<file path="config.mk">
export PLATFORM = sky130hd
export DESIGN_NAME = xbus_seq
export DESIGN_NICKNAME = d
export VERILOG_FILES = /design/src/rtl/xbus_seq_pkg.sv /design/src/rtl/xbus_seq_fsm.sv /design/src/rtl/xbus_seq_out.sv /design/src/rtl/xbus_seq.sv
export SDC_FILE = /design/constraint.sdc
export NUM_CORES = 1
export LEC_CHECK = 0
export ABC_AREA = 1
export ABC_CLOCK_PERIOD_IN_PS = 1800
export BUFFER_PORTS_ARGS = -buffer_cell sky130_fd_sc_hd__buf_2
export CAP_MARGIN = 20
export CORE_ASPECT_RATIO = 0.6
export CORE_MARGIN = 1
export CORE_UTILIZATION = 40
export CTS_BUF_LIST = sky130_fd_sc_hd__clkbuf_8
export DETAILED_ROUTE_END_ITERATION = 8
export PLACE_DENSITY = 0.67
export SYNTH_ARGS = -nofsm -noshare
export SYNTH_HDL_FRONTEND = slang
export SYNTH_SLANG_ARGS = --single-unit
export TNS_END_PERCENT = 30
</file>
<file path="constraint.sdc">
create_clock -name clk -period 1.8 [get_ports clk]
set_input_delay 0 -clock clk [delete_from_list [all_inputs] [get_ports clk]]
set_output_delay 0 -clock clk [all_outputs]
set_load 0.02 [all_outputs]
</file>
<file path="src/rtl/xbus_seq_pkg.sv">
package xbus_seq_pkg;
    typedef enum logic [2:0] {
        ST_IDLE,
        ST_ALE,
        ST_AHOLD,
        ST_SETUP,
        ST_STROBE,
        ST_RECOV
    } xbus_state_t;

    typedef enum logic [1:0] {
        K_FETCH,
        K_READ,
        K_WRITE
    } xbus_kind_t;

    function automatic int imax(input int a, input int b);
        return (a > b) ? a : b;
    endfunction
endpackage

</file>
<file path="src/rtl/xbus_seq_fsm.sv">
module xbus_seq_fsm
    import xbus_seq_pkg::*;
#(
    parameter int ADDR_W      = 16,
    parameter int DATA_W      = 8,
    parameter int ALE_CYC     = 2,
    parameter int FETCH_WIDTH = 3,
    parameter int DATA_LEAD   = 3,
    parameter int DATA_WIDTH  = 6
) (
    input  logic              clk,
    input  logic              rst_n,
    input  logic              req_valid,
    input  logic              req_data,
    input  logic              req_wr,
    input  logic [ADDR_W-1:0] req_addr,
    input  logic [DATA_W-1:0] req_wdata,
    output xbus_state_t       state,
    output xbus_kind_t        kind,
    output logic              last,
    output logic [ADDR_W-1:0] addr_q,
    output logic [DATA_W-1:0] wdata_q
);
    localparam int MAX_DUR = imax(imax(ALE_CYC, FETCH_WIDTH), imax(DATA_LEAD, DATA_WIDTH));
    localparam int CNT_W   = $clog2(MAX_DUR) + 1;

    xbus_state_t      st_n;
    logic [CNT_W-1:0] cnt, cnt_n;
    logic             accept;
    xbus_kind_t       kind_n;

    assign last   = (cnt == '0);
    // requests are taken only when idle or in the write/read recovery period
    assign accept = req_valid && (state == ST_IDLE || state == ST_RECOV);
    assign kind_n = req_data ? (req_wr ? K_WRITE : K_READ) : K_FETCH;

    always_comb begin
        st_n  = state;
        cnt_n = cnt;
        if (accept) begin
            st_n  = ST_ALE;
            cnt_n = CNT_W'(ALE_CYC - 1);
        end else if (state != ST_IDLE && !last) begin
            cnt_n = cnt - 1'b1;
        end else begin
            unique case (state)
                ST_IDLE:  st_n = ST_IDLE;
                ST_ALE: begin
                    st_n  = ST_AHOLD;
                    cnt_n = '0;
                end
                ST_AHOLD: begin
                    if (kind == K_FETCH) begin
                        st_n  = ST_STROBE;
                        cnt_n = CNT_W'(FETCH_WIDTH - 1);
                    end else begin
                        st_n  = ST_SETUP;
                        cnt_n = CNT_W'(DATA_LEAD - 2);
                    end
                end
                ST_SETUP: begin
                    st_n  = ST_STROBE;
                    cnt_n = CNT_W'(DATA_WIDTH - 1);
                end
                ST_STROBE: begin
                    st_n  = (kind == K_FETCH) ? ST_IDLE : ST_RECOV;
                    cnt_n = '0;
                end
                ST_RECOV: st_n = ST_IDLE;
                default:  st_n = ST_IDLE;
            endcase
        end
    end

    always_ff @(posedge clk or negedge rst_n) begin
        if (!rst_n) begin
            state   <= ST_IDLE;
            cnt     <= '0;
            kind    <= K_FETCH;
            addr_q  <= '0;
            wdata_q <= '0;
        end else begin
            state <= st_n;
            cnt   <= cnt_n;
            if (accept) begin
                kind    <= kind_n;
                addr_q  <= req_addr;
                wdata_q <= req_wdata;
            end
        end
    end

    // the latched address holds while a cycle runs
    a_r9_addr_hold: assert property (@(posedge clk) disable iff (!rst_n)
        (state != ST_IDLE && state != ST_RECOV) |=> $stable(addr_q));
endmodule

</file>
<file path="src/rtl/xbus_seq_out.sv">
module xbus_seq_out
    import xbus_seq_pkg::*;
#(
    parameter int ADDR_W = 16,
    parameter int DATA_W = 8
) (
    input  logic                     clk,
    input  logic                     rst_n,
    input  xbus_state_t              state,
    input  xbus_kind_t               kind,
    input  logic                     last,
    input  logic [ADDR_W-1:0]        addr_q,
    input  logic [DATA_W-1:0]        wdata_q,
    input  logic [DATA_W-1:0]        ad_in,
    output logic                     ale,
    output logic                     psen_n,
    output logic                     rd_n,
    output logic                     wr_n,
    output logic [DATA_W-1:0]        ad_out,
    output logic                     ad_oe,
    output logic [ADDR_W-DATA_W-1:0] ah_out,
    output logic                     done,
    output logic [DATA_W-1:0]        rdata
);
    logic addr_drive, wdat_drive, capture;

    always_comb begin
        addr_drive = (state == ST_ALE) || (state == ST_AHOLD);
        wdat_drive = (kind == K_WRITE) &&
                     ((state == ST_SETUP && last) || state == ST_STROBE || state == ST_RECOV);
        ale    = (state == ST_ALE);
        psen_n = !(state == ST_STROBE && kind == K_FETCH);
        rd_n   = !(state == ST_STROBE && kind == K_READ);
        wr_n   = !(state == ST_STROBE && kind == K_WRITE);
        ad_oe  = addr_drive || wdat_drive;
        ad_out = addr_drive ? addr_q[DATA_W-1:0] : (wdat_drive ? wdata_q : '0);
        ah_out = addr_q[ADDR_W-1:DATA_W];
        capture = (state == ST_STROBE) && last;
    end

    always_ff @(posedge clk or negedge rst_n) begin
        if (!rst_n) begin
            done  <= 1'b0;
            rdata <= '0;
        end else begin
            done <= capture;
            if (capture && kind != K_WRITE) rdata <= ad_in;
        end
    end
endmodule

</file>
<file path="src/rtl/xbus_seq.sv">
module xbus_seq
    import xbus_seq_pkg::*;
#(
    parameter int ADDR_W      = 16,
    parameter int DATA_W      = 8,
    parameter int ALE_CYC     = 2,
    parameter int FETCH_WIDTH = 3,
    parameter int DATA_LEAD   = 3,
    parameter int DATA_WIDTH  = 6
) (
    input  logic                     clk,
    input  logic                     rst_n,
    input  logic                     req_valid,
    input  logic                     req_data,
    input  logic                     req_wr,
    input  logic [ADDR_W-1:0]        req_addr,
    input  logic [DATA_W-1:0]        req_wdata,
    input  logic [DATA_W-1:0]        ad_in,
    output logic                     ale,
    output logic                     psen_n,
    output logic                     rd_n,
    output logic                     wr_n,
    output logic [DATA_W-1:0]        ad_out,
    output logic                     ad_oe,
    output logic [ADDR_W-DATA_W-1:0] ah_out,
    output logic                     done,
    output logic [DATA_W-1:0]        rdata
);
    xbus_state_t       state;
    xbus_kind_t        kind;
    logic              last;
    logic [ADDR_W-1:0] addr_q;
    logic [DATA_W-1:0] wdata_q;

    xbus_seq_fsm #(
        .ADDR_W(ADDR_W), .DATA_W(DATA_W), .ALE_CYC(ALE_CYC),
        .FETCH_WIDTH(FETCH_WIDTH), .DATA_LEAD(DATA_LEAD), .DATA_WIDTH(DATA_WIDTH)
    ) i_fsm (
        .clk(clk), .rst_n(rst_n), .req_valid(req_valid), .req_data(req_data),
        .req_wr(req_wr), .req_addr(req_addr), .req_wdata(req_wdata),
        .state(state), .kind(kind), .last(last), .addr_q(addr_q), .wdata_q(wdata_q)
    );

    xbus_seq_out #(.ADDR_W(ADDR_W), .DATA_W(DATA_W)) i_out (
        .clk(clk), .rst_n(rst_n), .state(state), .kind(kind), .last(last),
        .addr_q(addr_q), .wdata_q(wdata_q), .ad_in(ad_in),
        .ale(ale), .psen_n(psen_n), .rd_n(rd_n), .wr_n(wr_n),
        .ad_out(ad_out), .ad_oe(ad_oe), .ah_out(ah_out), .done(done), .rdata(rdata)
    );

    // latch strobe lasts at least two periods and always carries the address
    a_r2_ale_two: assert property (@(posedge clk) disable iff (!rst_n)
        $rose(ale) |=> ale);
    a_r2_ale_drives: assert property (@(posedge clk) disable iff (!rst_n)
        ale |-> ad_oe);
    // at most one strobe low, never together with the latch strobe
    a_r3_one_strobe: assert property (@(posedge clk) disable iff (!rst_n)
        ($countones({!psen_n, !rd_n, !wr_n}) <= 1) && (!(psen_n && rd_n && wr_n) -> !ale));
    // pins released while the program or read strobe is low
    a_r5_release: assert property (@(posedge clk) disable iff (!rst_n)
        (!psen_n || !rd_n) |-> !ad_oe);
    // completion pulse accompanies the strobe release and lasts one period
    a_r6_done_fetch: assert property (@(posedge clk) disable iff (!rst_n)
        $rose(psen_n) |-> done);
    a_r6_done_read: assert property (@(posedge clk) disable iff (!rst_n)
        $rose(rd_n) |-> done);
    a_r6_done_pulse: assert property (@(posedge clk) disable iff (!rst_n)
        done |=> !done);
    // write byte driven throughout the write strobe
    a_r7_wr_drive: assert property (@(posedge clk) disable iff (!rst_n)
        !wr_n |-> ad_oe);
endmodule

</file>
Yosys cells after proc, flatten, opt, wreduce, memory -nomap -nowiden
Cells that the tools add are included.
Storage, ports and cells
  flip-flop bits (word level): 42
  bits in latches: 0
  bits in writable memories: 0
  memory bits (read-only): 0
  output and inout port bits: 30
  logic and storage cells: 54
  memories kept: 0
Cells by class
  add/sub/neg operators: 1
  multipliers: 0
  div/mod/pow operators: 0
  magnitude comparators: 0
  equal/unequal tests: 9
  shift operators: 0
  mux-type cells: 13
  bitwise operators: 0
  reduce and logical (&&, ||, !) cells: 24
Operators by type and width (count)
  $mux W8: 2
  $mux W3: 4
  $pmux W3 S4: 1
  $pmux W4 S3: 1
  $logic_and A1 B1 Y1: 9
  $mux W4: 2
  $eq A3 B2 Y1 const B: 2
  $eq A3 B3 Y1 const B: 2
  $mux W2: 3
  $logic_or A1 B1 Y1: 5
  $reduce_bool A5 Y1: 1
  $logic_not A1 Y1: 4
  $logic_not A4 Y1: 1
  $sub A4 B1 Y4 const B: 1
  $eq A3 B1 Y1 const B: 1
  $logic_not A3 Y1: 1
  $reduce_bool A3 Y1: 1
  $eq A2 B1 Y1 const B: 1
  $eq A2 B2 Y1 const B: 1
  $logic_not A2 Y1: 1
  $ne A2 B1 Y1 const B: 1
  $ne A2 B2 Y1 const B: 1
  $reduce_or A2 Y1: 1

Logic depth before layout (Yosys ltp)
Gate-level depths: netlist of the first run.
  word-level depth: 7
  gate-level depth with buffers: 8
  gate-level depth less buffers: 8

Hierarchy
From an unflattened synthesis of the first run, not the netlist that was laid out.
Unflattened totals
  cells, all modules: 277
  area total of the unflattened synthesis: 2200.9 sq um
By module, submodules not included
  xbus_seq_fsm: times used 1, cells each 185, area an instance 1560.2 sq um, sequential area each 825.8 sq um
  xbus_seq_out: times used 1, cells each 92, area an instance 640.6 sq um, sequential area each 225.2 sq um

Least setup slack after synthesis of the first run
No wires, ideal clock.
  kind: flip-flop to flip-flop
  start point: reg i_fsm.cnt[0]
  end point: reg i_out.rdata[3]
  arrival time: 1.200 ns
  required time: 1.683 ns
  path slack: 0.483 ns
  stages on the path, launching flop included: 9
  buffers on the path: 1
  cell sequence: dfrtp_1 inv_1 ha_1 nand2_2 nor2_4 o21ai_2 buf_6 nand2_2 o21ai_2
Between the ends
  word-level cells in the longest chain between the ends: 3
RTL lines
  start, declared: RTL line xbus_seq_fsm.sv:28  | logic [CNT_W-1:0] cnt, cnt_n;
  start signal, assigned: RTL line xbus_seq_fsm.sv:84  | cnt <= cnt_n;
  $logic_not A4 Y1: RTL line xbus_seq_fsm.sv:32  | assign last = (cnt == '0);
  $logic_and A1 B1 Y1: RTL line xbus_seq_out.sv:38  | capture = (state == ST_STROBE) && last;
  via i_out.capture: RTL line xbus_seq_out.sv:25  | logic addr_drive, wdat_drive, capture;
  $logic_and A1 B1 Y1: RTL line xbus_seq_out.sv:47  | if (capture && kind != K_WRITE) rdata <= ad_in;
  end signal, assigned: RTL line xbus_seq_out.sv:47
  end, declared: RTL line xbus_seq_out.sv:23  | output logic [DATA_W-1:0] rdata
The timed path passes the listed nets, and every way through them passes these cells.
A chain may end at the register's enable or synchronous reset.

Final worst setup path of the first run
  start point: reg i_fsm.cnt[0]
  end point: out ad_out[5]
Between the ends
  word-level cells in the longest chain between the ends: 7
RTL lines
  $logic_not A4 Y1: RTL line xbus_seq_fsm.sv:32
  $logic_and A1 B1 Y1: RTL line xbus_seq_out.sv:30  | ((state == ST_SETUP && last) || state == ST_STROBE || state == ST_RECOV);
  $logic_or A1 B1 Y1 (2 in series): RTL line xbus_seq_out.sv:30
  $logic_and A1 B1 Y1: RTL line xbus_seq_out.sv:29  | wdat_drive = (kind == K_WRITE) &&
  $mux W8 (2 in series): RTL line xbus_seq_out.sv:36  | ad_out = addr_drive ? addr_q[DATA_W-1:0] : (wdat_drive ? wdata_q : '0);
  end, declared: RTL line xbus_seq.sv:23  | output logic [DATA_W-1:0] ad_out,
No other way between the ends.

==> reports/metrics.yaml, run 1 <==
synthesis:
  synth-edff-count: 0
  synth_common_cells: "110 x nand2_1, 42 x dfrtp_1, 19 x nand3_1"
  syn_nets: 294
  mappedNetlistArea_um2: 2150
  async_flop_share: 1.00
  synth_top_cell_by_area: "dfrtp_1"
  synth.area.top_cells: "dfrtp_1 49%, nand2_1 19%, nand3_1 4.4%, o21ai_2 3.7%, buf_4 3.1%"
  netlist_instances: 256
  yosysSeqAreaShare: 0.489
  dominantRegCellSynth: "dfrtp_1"
  synth_most_common_cell: "nand2_1"
  synth.avg_cell_area_um2: 8.39
  ys_ff_latch: 42
  yosysWarningCount: 0
  ys_types: 27
  yosys.area.top_type_share: 0.489
critical_path:
  critPathCaptureType: "output pin"
  worstSetupStartpoint: "i_fsm.cnt[0]$_DFFE_PN0P_"
  worstSetupPathType: "reg2out"
  worstPathArrival_ns: 1.69
  cp-start-kind: "flop"
  cp_max_fo: 6
  required_ns: 1.80
  r2r-start: "i_fsm.cnt[0]$_DFFE_PN0P_"
clock_network:
  cts_num_sinks: 42
  cts.clk_slew.worst_paths_ns: 0.09
  cts_tree: "built"
  clockBufferDepth: 2
  numCtsBuffers: 5
  h-tree-depth: 2
  root_buffer: "clkbuf_8"
  clk_latency_ns: 0.30
timing:
  finalCritPeriodShare: 0.941
  tightestPinTransition_ns: 0.864
  grt_setup_unrepaired: "false"
  skew_ns: 0.00890
  finalWorstSetupSlack_ns: 0.107
  hold_violations: 0
  min_period_ns: 1.69
  timing.setup.tns_ns: 0
  clock.fmax_mhz: 591
  hold_slack_ns: 0.187
  setup_viol: 0
  drv_slew: 0
  relSlewSlack: 0.424
floorplan:
  io_pins: 67
  die_h_um: 58.8
  die-area_um2: 5680
  core_area_um2: 5100
  die_w_um: 96.6
  rows: 20
  start_util: 0.421
final_layout:
  syn_to_final_growth_pct: 37.6
  nNetsFinal: 394
  diodes: 0
  fin_util: 0.579
  post_route_cells_drive_above_1_share: 0.314
  fin_area_um2: 2960
global_route:
  grt_overflow: 0
  grt_pass1_wl_um: 8450
  first_global_vias: 1767
  grt_start_max_net_pins: 38
  grt_usage: 0.192
  antenna_found_initial: 0
pwr:
  leakage_nw: 1.60
  powerDensity_nw_per_um2: 1650
  peakVddDrop_uv: 705
drt:
  drt_iter0_drc: 101
  wl_um: 5290
  vias: 1936
  wl_per_cell_um: 12.5
  drc_errors: 0
  avgViaCountPerCell: 4.58
  firstDrtPassIters: 4
  ant_nets: 0
placed_design:
  gp_congestion: 0.857
  numPortBuffers: 66
  dp_slack_ns: 0.236
  place_area_um2: 2450
  dp_hpwl_um: 3400
worst_hold_path:
  hold_path.class: "in2reg"
  min_from: "req_valid"
outcome:
  status: "finished clean"
run:
  cap_violations: 0
[flip-flops by register name, summed over array words and instances (netlist names)]
register	count
i_fsm.addr_q	16
i_fsm.cnt	4
i_fsm.kind	2
i_fsm.state	3
i_fsm.wdata_q	8
i_out.done	1
i_out.rdata	8
[layer usage]
layer | up-vias | global-route usage | wire (um)
li1 | 999 | - | -
met1 | 873 | 0.273 | 2720
met2 | 55 | 0.290 | 2210
met3 | 9 | 0.0558 | 281
met4 | 0 | 0.0512 | 77
met5 | - | 0 | 0
[power breakdown]
part           switching (W)  total, W  internal [W]
combinational        0.00168   0.00259      0.000917
sequential          0.000289   0.00167       0.00138
clock               0.000338  0.000610      0.000273
[stage by stage]
step	total power, W	cells
CTS	0.00479	419
detailed placement	0.00409	375
floorplan	0.00359	256
finish	0.00488	423
global placement	0.00407	375
global route	0.00527	423
[kinds of logic after synthesis]
group | Yosys count | synth area share
compound gates | 22 | 0.0734
xor+xnor | 2 | 0.00816
fa+ha+maj | 1 | 0.00582
buf+inv | 35 | 0.0949
flops | 42 | 0.489
simple gates | 154 | 0.328
[cells in the final DEF, fill, tap and decap left out, types with 2 or more instances in the layout]
master and instances:
nand4_1 4, o21ai_2 9, dfrtp_1 41, nor2_1 2, nand3b_1 2, buf_4 7, nand3_1 19, inv_1 18
clkbuf_8 5, nand2_2 6, o21ai_0 6, nand2_1 109, a21oi_1 3, nand2_4 4, o21ai_4 2, o21ai_1 2
nor2_4 3, buf_2 64, xnor2_1 2, nor2_2 2, dlygate4sd3_1 35
[worst max-delay path: stages (launching register included)]
cell	delay, ns
dfrtp_1	0.41
inv_1	0.07
ha_2	0.21
nand2_4	0.11
o21ai_4	0.25
nand3_1	0.10
nand2_1	0.08
buf_2	0.16
[timing repair]
item | 4_1_cts | 5_1_grt
buffers inserted | 0 | 4
gates cloned | 1 | 0
gates resized for setup | 1 | 8
setup endpoints to repair | 9 | 9
endpoints found under the hold margin | 70 | 0
pin swaps | 1 | 1
hold buffers | 35 | 0
[cell type report]
cell class / count / area (um2)
clock inverters: 3 / 21.3
well taps: 66 / 82.6
flip-flops and latches: 42 / 1050
fillers: 491 / 2150
repair buffers: 106 / 723
inverters: 21 / 86.3
clock buffers: 5 / 68.8
multi-input cells: 180 / 922
[worst paths after layout]
| check | endpoint | slack [ns] | cells after the start |
|---|---|---|---|
| hold reg to reg | i_out.rdata[4]$_DFFE_PN0P_ | 0.48 | 2 |
| setup / recovery | ad_out[5] | 0.11 | 7 |
| min in group asynchronous | i_fsm.addr_q[15]$_DFFE_PN0P_ | 0.33 | 2 |
| max in group asynchronous | i_out.rdata[5]$_DFFE_PN0P_ | 0.85 | 3 |
| hold / removal | i_fsm.addr_q[11]$_DFFE_PN0P_ | 0.19 | 4 |
| setup reg to reg | i_out.rdata[1]$_DFFE_PN0P_ | 0.26 | 7 |
(Power assumes the default switching activity.)
==> run 2, diff against run 1 <==
RECOVER_POWER = 50   (was unset)
==> run 2 against run 1 <==
Cell area fell by 1.1%. Power is 0.97% lower. Sequential power barely moved. Clock power is essentially flat. Sequential share of layout area rose by 0.40 points. Critical path type unchanged. Count of clock-buffer cells in the layout did not move. Register-to-register slack got worse by 0.08 ns. Highest routed layer unchanged. Sequential cell count did not move. Die area is the same. Maximum frequency up 0.81%. Cell count unchanged. Worst setup slack better by 0.014 ns.
==> reports/metrics.yaml, run 2 (synthesized netlist as in run 1, its figures left out) <==
clock_network:
  clockBufferDepth: 2  # unchanged
  cts_num_sinks: 42  # unchanged
  clk_latency_ns: 0.30  # about the same
  root_buffer: "clkbuf_8"  # unchanged
  numCtsBuffers: 5  # unchanged
  cts.clk_slew.worst_paths_ns: 0.09  # about the same
  h-tree-depth: 2  # unchanged
  cts_tree: "built"  # unchanged
timing:
  timing.setup.tns_ns: 0  # unchanged
  finalCritPeriodShare: 0.933  # was 0.941
  hold_violations: 0  # unchanged
  grt_setup_unrepaired: "false"  # unchanged
  drv_slew: 0  # unchanged
  relSlewSlack: 0.385  # was 0.424
  finalWorstSetupSlack_ns: 0.120  # was 0.107 ns
  setup_viol: 0  # unchanged
  skew_ns: 0.00758  # was 0.00890 ns
  tightestPinTransition_ns: 0.923  # was 0.864 ns
  min_period_ns: 1.68  # was 1.69 ns
  clock.fmax_mhz: 595  # was 591 MHz
placed_design:
  dp_slack_ns: 0.236  # unchanged
  numPortBuffers: 66  # unchanged
  dp_hpwl_um: 3400  # unchanged
  gp_congestion: 0.857  # unchanged
floorplan:
  start_util: 0.421  # unchanged
  core_area_um2: 5100  # unchanged
  die_h_um: 58.8  # unchanged
  die-area_um2: 5680  # unchanged
  io_pins: 67  # unchanged
  rows: 20  # unchanged
  die_w_um: 96.6  # unchanged
critical_path:
  r2r-end: "i_out.rdata[1]$_DFFE_PN0P_"  # unchanged
  critPathCaptureType: "output pin"  # unchanged
  cp-start-kind: "flop"  # unchanged
  worstPathCellList: "inv_1, ha_2, nand2_4, o21ai_4, nand3_1, nand2_1, buf_2"  # unchanged
  ff2ff_setup_slack_ns: 0.18  # was 0.26 ns
  r2r_cells: 7  # unchanged
  r2r-start: "i_fsm.cnt[0]$_DFFE_PN0P_"  # unchanged
  worstPathArrival_ns: 1.68  # was 1.69 ns
  worstSetupStartpoint: "i_fsm.cnt[0]$_DFFE_PN0P_"  # unchanged
  critPathMaxStageDelay_ns: 0.41  # about the same
  crit_slowest_cell: "dfrtp_1"  # unchanged
  worstSetupPathType: "reg2out"  # unchanged
  cp_max_fo: 6  # unchanged
  required_ns: 1.80  # about the same
pwr:
  seqPwrFrac: 0.347  # was 0.343
  p_clk_frac: 0.127  # was 0.125
  p_int_w: 0.00252  # was 0.00257 W
  powerDensity_nw_per_um2: 1650  # about the same
  leakage_nw: 1.55  # was 1.60 nW
  total_power_w: 0.00483  # was 0.00488 W
  switching_share: 0.478  # was 0.472
  peakVddDrop_uv: 687  # was 705 uV
  p_switching_w: 0.00231  # was 0.00230 W
  pwr-share-comb: 0.526  # was 0.532
drt:
  firstDrtPassIters: 4  # unchanged
  wl_per_cell_um: 12.6  # was 12.5 um
  vias: 1915  # was 1,936
  avgViaCountPerCell: 4.53  # was 4.58
  ant_nets: 0  # unchanged
  wl_um: 5340  # was 5290 um
  drt_iter0_drc: 149  # was 101
  drc_errors: 0  # unchanged
worst_hold_path:
  hold_path.class: "in2reg"  # unchanged
  hold_end: "i_fsm.addr_q[11]$_DFFE_PN0P_"  # unchanged
  min_path_cells: 4  # unchanged
  min_from: "req_valid"  # unchanged
run:
  cap_violations: 0  # unchanged
final_layout:
  mostFrequentLayoutCells: "109 x nand2_1, 46 x buf_2, 41 x dfrtp_1, 35 x dlygate4sd3_1, 19 x nand3_1"  # was 109 x nand2_1, 64 x buf_2, 41 x dfrtp_1, 35 x dlygate4sd3_1, 19 x nand3_1
  top_regs: "i_fsm.addr_q: 16 flops, i_fsm.wdata_q: 8 flops, i_out.rdata: 8 flops"  # unchanged
  post_route_cells_drive_above_1_share: 0.261  # was 0.314
  largest_reg_flops: 16  # unchanged
  n_fill_cell: 507  # was 491
  mostFrequentLayoutCell: "nand2_1"  # unchanged
  syn_to_final_growth_pct: 36.1  # was 37.6%
  top_register: "i_fsm.addr_q"  # unchanged
  diodes: 0  # unchanged
  nNetsFinal: 394  # unchanged
global_route:
  antenna_found_initial: 0  # unchanged
  grt_overflow: 0  # unchanged
  grt_pass1_wl_um: 8450  # unchanged
  first_global_vias: 1767  # unchanged
  grt_usage: 0.192  # unchanged
  grt_start_max_net_pins: 38  # unchanged
outcome:
  status: "finished clean"  # unchanged
-- run 2: changes by cell type in the layout (fill, tap and decap cells not counted), sizes merged --
cell / before / now
buf: 71 / 52
clkbuf: 5 / 24
-- run 2: area by class of cell --
class / count / area, um2 / share of cell area
inverter: 21 / 86.3 / 0.0295
multi-input combinational: 180 / 915 / 0.313
clock buffer: 5 / 68.8 / 0.0235
sequential: 42 / 1050 / 0.360
tap: 66 / 82.6 / 0.0282
clock inverter: 3 / 21.3 / 0.00727
timing repair buffer: 106 / 698 / 0.239
-- run 2: metrics by stage --
stage	utilization	cells	instance area, um2	hold WS [ns]
after floorplan	-	256	2150	-0.296
after global placement	0.480	375	2450	0.149
after detailed placement	0.480	375	2450	0.150
after CTS	0.568	419	2900	0.191
after global routing	0.573	423	2920	0.210
final	0.573	423	2920	0.194
-- run 2: power by group through the flow --
stage          Combinational, W  Sequential [W]  Clock [W]
6_report                0.00254         0.00168   0.000612
5_1_grt                 0.00281         0.00173   0.000678
4_1_cts                 0.00249         0.00168   0.000627
3_5_place_dp            0.00240         0.00169          0
3_3_place_gp            0.00238         0.00169          0
2_1_floorplan           0.00185         0.00174          0
-- run 2: critical path, delay by kind of cell, from the launching register on --
kind / cells / cell delay [ns]
AOI/OAI and AO/OA: 1 / 0.25
adders and majority gates: 1 / 0.21
buffers and inverters: 2 / 0.23
DFF: 1 / 0.41
and+or+nand+nor: 3 / 0.28
-- run 2: worst max-delay path by stage --
stage                            endpoint  slack (ns)  depth (start not counted)
4_1_cts                             ad_oe      0.0002                          8
3_3_place_gp   i_out.rdata[0]$_DFFE_PN0P_        0.26                          7
6_report                        ad_out[2]        0.12                          7
5_1_grt                         ad_out[4]        0.02                          8
2_1_floorplan  i_out.rdata[3]$_DFFE_PN0P_        0.48                          8
3_5_place_dp   i_out.rdata[1]$_DFFE_PN0P_        0.24                          7
-- run 2: routing by layer --
layer,share of wire,global-route usage
met1,0.51,0.273
met2,0.42,0.290
met3,0.054,0.0558
met4,0.014,0.0512
met5,0,0
-- run 2: timing repair --
item / CTS / global route
resized for setup: 1 / 8
pin swaps: 1 / 1
gates cloned: 1 / 0
setup endpoints to repair: 9 / 9
hold buffers: 35 / 0
setup buffers: 0 / 4
endpoints found under the hold margin: 70 / 0
